==> config.mk <==
export PLATFORM = sky130hd
export DESIGN_NAME = store_queue
export DESIGN_NICKNAME = d
export VERILOG_FILES = /design/src/rtl/sq_pkg.sv /design/src/rtl/sq_ctrl.sv /design/src/rtl/sq_data.sv /design/src/rtl/store_queue.sv
export SDC_FILE = /design/constraint.sdc
export NUM_CORES = 1
export LEC_CHECK = 0
export BUFFER_PORTS_ARGS = -buffer_cell sky130_fd_sc_hd__buf_2
export CORE_UTILIZATION = 55
export DETAILED_ROUTE_END_ITERATION = 16
export PLACE_DENSITY = 0.74
export SLEW_MARGIN = 20
export SYNTH_ARGS = -nofsm -noshare
export SYNTH_HDL_FRONTEND = slang
export SYNTH_HIERARCHICAL = 1
export SYNTH_SLANG_ARGS = --single-unit
export TNS_END_PERCENT = 1
==> constraint.sdc <==
create_clock -name clk -period 7.01 [get_ports clk]
set_input_delay 0.3505 -clock clk [delete_from_list [all_inputs] [get_ports clk]]
set_output_delay 0.3505 -clock clk [all_outputs]
set_load 0.01 [all_outputs]
==> src/rtl/sq_pkg.sv <==
package sq_pkg;
  // strobes from control to datapath
  typedef struct packed {
    logic push;
    logic pop;
  } sqStrobe_t;
endpackage

==> src/rtl/sq_ctrl.sv <==
module sq_ctrl
  import sq_pkg::*;
#(
  parameter int DEPTH = 8,
  localparam int PW = $clog2(DEPTH),
  localparam int CW = $clog2(DEPTH + 1)
) (
  input  logic          clk,
  input  logic          rstN,
  input  logic          stValid,
  input  logic          drainReq,
  input  logic          memAck,
  output logic          stReady,
  output logic          stall,
  output sqStrobe_t     strobe,
  output logic [PW-1:0] wrPtr,
  output logic [PW-1:0] rdPtr
);

  logic [CW-1:0] count;
  logic [CW-1:0] countNext;
  logic          drainPend;
  logic          isEmpty;
  logic          isFull;
  logic          drainOn;

  function automatic logic [PW-1:0] bumpPtr(input logic [PW-1:0] p);
    return (p == PW'(DEPTH - 1)) ? '0 : p + 1'b1;
  endfunction

  assign isEmpty = (count == '0);
  assign isFull  = (count == CW'(DEPTH));
  assign drainOn = drainReq || drainPend;
  assign stall   = drainOn && !isEmpty;
  assign stReady = !stall && (!isFull || memAck);

  assign strobe.push = stValid && stReady;
  assign strobe.pop  = memAck && !isEmpty;

  always_comb begin
    countNext = count;
    if (strobe.push && !strobe.pop) countNext = count + 1'b1;
    else if (!strobe.push && strobe.pop) countNext = count - 1'b1;
  end

  always_ff @(posedge clk or negedge rstN) begin
    if (!rstN) begin
      count     <= '0;
      wrPtr     <= '0;
      rdPtr     <= '0;
      drainPend <= 1'b0;
    end else begin
      count     <= countNext;
      drainPend <= drainOn && !isEmpty && (countNext != '0);
      if (strobe.push) wrPtr <= bumpPtr(wrPtr);
      if (strobe.pop)  rdPtr <= bumpPtr(rdPtr);
    end
  end

  // occupancy bound
  p_no_overflow_r8: assert property (@(posedge clk) disable iff (!rstN)
    count <= CW'(DEPTH));

  // a push into a full buffer only alongside a pop
  p_full_push_r8: assert property (@(posedge clk) disable iff (!rstN)
    (isFull && strobe.push) |-> strobe.pop);

  // stall persists while more than one entry remains
  p_stall_hold_r9: assert property (@(posedge clk) disable iff (!rstN)
    (drainOn && (count > CW'(1))) |=> stall);

endmodule

==> src/rtl/sq_data.sv <==
module sq_data
  import sq_pkg::*;
#(
  parameter int DEPTH = 8,
  parameter int AW    = 16,
  parameter int DW    = 32,
  localparam int PW = $clog2(DEPTH),
  localparam int BW = DW / 8
) (
  input  logic          clk,
  input  logic          rstN,
  input  sqStrobe_t     strobe,
  input  logic [PW-1:0] wrPtr,
  input  logic [PW-1:0] rdPtr,
  input  logic [AW-1:0] stAddr,
  input  logic [DW-1:0] stData,
  input  logic [BW-1:0] stBe,
  input  logic [AW-1:0] ldAddr,
  input  logic [BW-1:0] ldBe,
  output logic          ldHit,
  output logic          ldPartial,
  output logic [DW-1:0] ldData,
  output logic          memReq,
  output logic [AW-1:0] memAddr,
  output logic [DW-1:0] memData,
  output logic [BW-1:0] memBe
);

  logic [AW-1:0]    eAddr [DEPTH];
  logic [DW-1:0]    eData [DEPTH];
  logic [BW-1:0]    eBe   [DEPTH];
  logic [DEPTH-1:0] eValid;
  logic [DEPTH-1:0] hitVec;
  logic [PW-1:0]    selIdx;

  for (genvar i = 0; i < DEPTH; i++) begin : g_entry
    logic          vld;
    logic [AW-1:0] addrQ;
    logic [DW-1:0] dataQ;
    logic [BW-1:0] beQ;
    logic          wrHere;

    assign wrHere = strobe.push && (wrPtr == PW'(i));

    always_ff @(posedge clk or negedge rstN) begin
      if (!rstN) vld <= 1'b0;
      else if (wrHere) vld <= 1'b1;
      else if (strobe.pop && (rdPtr == PW'(i))) vld <= 1'b0;
    end

    always_ff @(posedge clk) begin
      if (wrHere) begin
        addrQ <= stAddr;
        dataQ <= stData;
        beQ   <= stBe;
      end
    end

    assign eAddr[i]  = addrQ;
    assign eData[i]  = dataQ;
    assign eBe[i]    = beQ;
    assign eValid[i] = vld;
    assign hitVec[i] = vld && (addrQ == ldAddr);
  end

  // walk from oldest to youngest; the last match wins
  always_comb begin
    logic [PW:0]   slot;
    logic [PW-1:0] idx;
    ldHit  = 1'b0;
    selIdx = '0;
    for (int k = 0; k < DEPTH; k++) begin
      slot = {1'b0, rdPtr} + (PW+1)'(k);
      if (slot >= (PW+1)'(DEPTH)) slot = slot - (PW+1)'(DEPTH);
      idx = slot[PW-1:0];
      if (hitVec[idx]) begin
        ldHit  = 1'b1;
        selIdx = idx;
      end
    end
  end

  assign ldData    = eData[selIdx];
  assign ldPartial = ldHit && ((ldBe & ~eBe[selIdx]) != '0);

  assign memReq  = eValid[rdPtr];
  assign memAddr = eAddr[rdPtr];
  assign memData = eData[rdPtr];
  assign memBe   = eBe[rdPtr];

  // head is held until memory takes it
  p_req_hold_r3: assert property (@(posedge clk) disable iff (!rstN)
    (memReq && !strobe.pop) |=> (memReq && $stable(memAddr) && $stable(memData) && $stable(memBe)));

  // a forward implies the buffer holds something
  p_fwd_nonempty_r5: assert property (@(posedge clk) disable iff (!rstN)
    ldHit |-> memReq);

endmodule

==> src/rtl/store_queue.sv <==
module store_queue
  import sq_pkg::*;
#(
  parameter int DEPTH = 8,
  parameter int AW    = 16,
  parameter int DW    = 32
) (
  input  logic            clk,
  input  logic            rstN,
  input  logic            stValid,
  output logic            stReady,
  input  logic [AW-1:0]   stAddr,
  input  logic [DW-1:0]   stData,
  input  logic [DW/8-1:0] stBe,
  input  logic [AW-1:0]   ldAddr,
  input  logic [DW/8-1:0] ldBe,
  output logic            ldHit,
  output logic            ldPartial,
  output logic [DW-1:0]   ldData,
  input  logic            drainReq,
  output logic            stall,
  output logic            memReq,
  output logic [AW-1:0]   memAddr,
  output logic [DW-1:0]   memData,
  output logic [DW/8-1:0] memBe,
  input  logic            memAck
);

  localparam int PW = $clog2(DEPTH);

  sqStrobe_t     strobe;
  logic [PW-1:0] wrPtr;
  logic [PW-1:0] rdPtr;

  sq_ctrl #(.DEPTH(DEPTH)) i_ctrl (
    .clk(clk), .rstN(rstN), .stValid(stValid), .drainReq(drainReq),
    .memAck(memAck), .stReady(stReady), .stall(stall), .strobe(strobe),
    .wrPtr(wrPtr), .rdPtr(rdPtr)
  );

  sq_data #(.DEPTH(DEPTH), .AW(AW), .DW(DW)) i_data (
    .clk(clk), .rstN(rstN), .strobe(strobe), .wrPtr(wrPtr), .rdPtr(rdPtr),
    .stAddr(stAddr), .stData(stData), .stBe(stBe),
    .ldAddr(ldAddr), .ldBe(ldBe), .ldHit(ldHit), .ldPartial(ldPartial),
    .ldData(ldData), .memReq(memReq), .memAddr(memAddr), .memData(memData),
    .memBe(memBe)
  );

endmodule

==> results_dict.tcl <==
set metrics [dict create \
    clock_skew_ns 0.0193 \
    cap_violations 0 \
    relSlewSlack_pct 25.9 \
    cts_buffer_depth 3 \
    vdd_drop_max_mv 0.373 \
    synth_cells 1740 \
    path_max_fanout 42 \
    numCtsBuffers 46 \
    synth.avg_cell_area_um2 13.4 \
    cts_tree "yes" \
    critPathMaxStageDelay_ns 0.60 \
    drive_gt1_share_pct 23.7 \
    grt_max_degree 150 \
    ys_ff_latch 435 \
    synthXorXnorAreaFrac_pct 5.06 \
    final_util_pct 62.3 \
    netSwitchingFraction_pct 40.6 \
    hold_viol_final 0 \
    dieWidth_um 208 \
    final-setup-viol-count 0 \
    synth_edf_count 416 \
    critical_path_required_ns 6.66 \
    synthAdderAreaFrac_pct 0.804 \
    hold_buffers 1 \
    worst_slew_pin_slew_ns 1.11 \
    grt_pass1_wl_mm 96.3 \
    leakage_uw 0.00908 \
    p_total_uw 11500 \
    dp_hpwl_mm 41.4 \
    pwr-share-comb_pct 51.9 \
    ant_nets 0 \
    nets 1967 \
    synth_area_leader_cell "edfxtp_1" \
    syn_area_um2 23400 \
    antenna_found_initial 5 \
    final_area_um2 26100 \
    place.gp.congestion 1.01 \
    port_buffers 165 \
    initial_core_util_pct 55.7 \
    p_int_uw 6820 \
    synth_top_family_by_area "multiplexers" \
    synthesis.nets 1832 \
    clock-sinks 435 \
    dieArea_um2 43300 \
    cts_root_buffer "clkbuf_16" \
    firstDrtPassIters 7 \
    vias 16091 \
    pwr_density_cell_nw_per_um2 440 \
    synth_mux_area_share_pct 17.0 \
    routed_wl_mm 63.4 \
    wl_per_cell_um 25.8 \
    clk_pin_slew_ns 0.06 \
    cts-resized-gates 0 \
    core_um2 41900 \
    track_usage_pct 29.5 \
    seqPwrFrac_pct 27.8 \
    critical_path.slowest_cell "clkinv_1" \
    power.switching_uw 4670 \
    outcome "completed" \
    synthFlopType "edfxtp_1" \
    maxSlewViolCount 0 \
    synth_compound_area_share_pct 8.30 \
    fin_crit_sh_pct 89.4 \
    fmax_mhz 160 \
    grt_pass1_vias 15988 \
    drt_iter0_markers 1940 \
    fp.dieH_um 208 \
    cpMostUsedCell "buf_4" \
    post_cts_buffers 0 \
    placement_rows 75 \
    fin_setup_tns_ns 0 \
    final_cells 2455 \
    synth_common_cells "edfxtp_1 (416), nand2_1 (254), mux4_2 (113)" \
    ys_warn_count 6 \
    criticalPathCategory "reg2out" \
    synth-seq-area-share_pct 55.5 \
    synth_area_leaders "edfxtp_1 (53%), mux4_2 (11%), nand2_1 (4.1%)" \
    cp-end-kind "output port" \
    htreeDepth 2 \
    clk_latency_ns 0.59 \
    placed_area_um2 24700 \
    detail_route.drc_violations 0 \
    clock_power_share_pct 20.2 \
    synthArstFlopShare_pct 4.37 \
    synth_most_common_cell "edfxtp_1" \
    placed_cells 2364 \
    overflow 0 \
    hold_path.class "in2reg" \
    cp_cell_sequence "inv_1 -> ha_1 -> buf_4 -> clkinv_1 -> nor3_1 -> a32oi_1 -> mux4_2 -> a21boi_1 -> a221oi_2 -> or2b_2 -> o21a_4 -> buf_4 -> mux2_2 -> o211ai_1 -> o21ai_1 -> buf_2" \
    synthDistinctLibCells 83 \
    finalCriticalPeriod_ns 6.27 \
    via_per_inst 6.55 \
    worstPathArrival_ns 5.92 \
    netlist.area_leader.share_pct 53.5 \
    grt_setup_unrepaired "false" \
    synth-simple-area-share_pct 10.6 \
    ioPinCount 166 \
    area_growth_pct 11.9 \
    startpoint_type "flip-flop" \
]
[logic make-up (layout without fill, tap and decap cells)]
family                   after synthesis  in the layout
multiplexers                         250            250
flip-flops                           435            435
other                                  0              4
adder cells (fa/ha/maj)               15             15
buffers and inverters                123            295
AND/OR/NAND/NOR                      516            516
XOR/XNOR                             134            134
AO/OA/AOI/OAI                        267            267
[power groups by stage]
stage	logic, µW	registers (µW)	clock network, µW
after global routing	6410	3210	2450
after floorplan	4320	3160	0
final	5960	3200	2320
after detailed placement	5920	3250	0
after CTS	5950	3200	2350
after global placement	5840	3240	0
[flip-flops by register name, summed over array words and instances (netlist names)]
signal                cells
i_ctrl/rdPtr              3
i_data/g_entry.vld        8
i_ctrl/drainPend          1
i_ctrl/wrPtr              3
i_data/g_entry.addrQ    128
i_data/g_entry.beQ       32
i_ctrl/count              4
i_data/g_entry.dataQ    256
[cells in the final DEF (no fill, tap or decap), drive strengths merged, types with 5 or more instances in the layout]
master,netlist,final
and3,9,9
nand2,254,254
dfrtp,19,19
nor3,38,38
a211o,29,29
mux4,113,113
inv,12,14
nor2b,34,34
edfxtp,416,416
a22oi,10,10
o32ai,5,5
nand3,21,21
nor2,55,55
o22a,9,9
ha,15,15
a21oi,13,13
xor2,31,31
o21ai,79,79
or3,5,5
mux2i,89,89
a32oi,13,13
nand4,40,40
xnor2,103,103
clkbuf,42,58
nor4,18,18
a21o,12,12
mux2,48,48
a31oi,6,6
and2,10,10
clkinv,2,22
a211oi,35,35
nand2b,10,10
buf,67,195
[final cells by class]
type,instances,area [µm²]
fill,3101,15800
sequential,435,13000
multi-input combinational,1182,9850
clock buffer,58,1210
timing repair buffer,196,1130
tap,539,674
clock inverter,27,225
inverter,14,52.6
antenna,4,10.0
[stage by stage]
step | worst slack, ns | hold WS [ns]
after floorplan | 1.28 | 0.0549
after global placement | 1.52 | 0.324
after detailed placement | 1.44 | 0.325
after CTS | 0.824 | 0.0000204
after global routing | 0.389 | 0.0221
final | 0.740 | 0.0315
[per-layer routing]
| metal | GRT usage, % | vias up | wire (µm) |
|---|---|---|---|
| li1 | - | 7062 | - |
| met3 | 5.34 | 146 | 5900 |
| met2 | 47.2 | 874 | 30100 |
| met5 | 0 | - | 11 |
| met1 | 40.4 | 8007 | 25200 |
| met4 | 11.2 | 2 | 2120 |
[final timing paths]
path	slack, ns	from	end	cells past startpoint
setup / recovery	0.74	i_ctrl/rdPtr[0]	ldData[28]	16
hold / removal	0.03	stData[30]	i_data/g_entry[7].dataQ[30]	1
setup reg to reg	3.26	i_ctrl/count[0]	i_data/g_entry[1].addrQ[8]	10
hold reg to reg	0.51	i_data/g_entry[0].vld	i_data/g_entry[0].vld	1
max in group asynchronous	6.37	rstN	i_ctrl/rdPtr[1]	2
min in group asynchronous	0.26	rstN	i_ctrl/rdPtr[2]	2
[critical path: cells and delay by family (launching register included)]
family,cells,cell delay (ns)
AOI/OAI and AO/OA,6,1.51
muxes,2,0.98
and+or+nand+nor,2,0.58
DFF,1,0.42
buffers and inverters,5,1.55
adders and majority gates,1,0.29
Note: power is estimated with default switching activity, not from simulation.
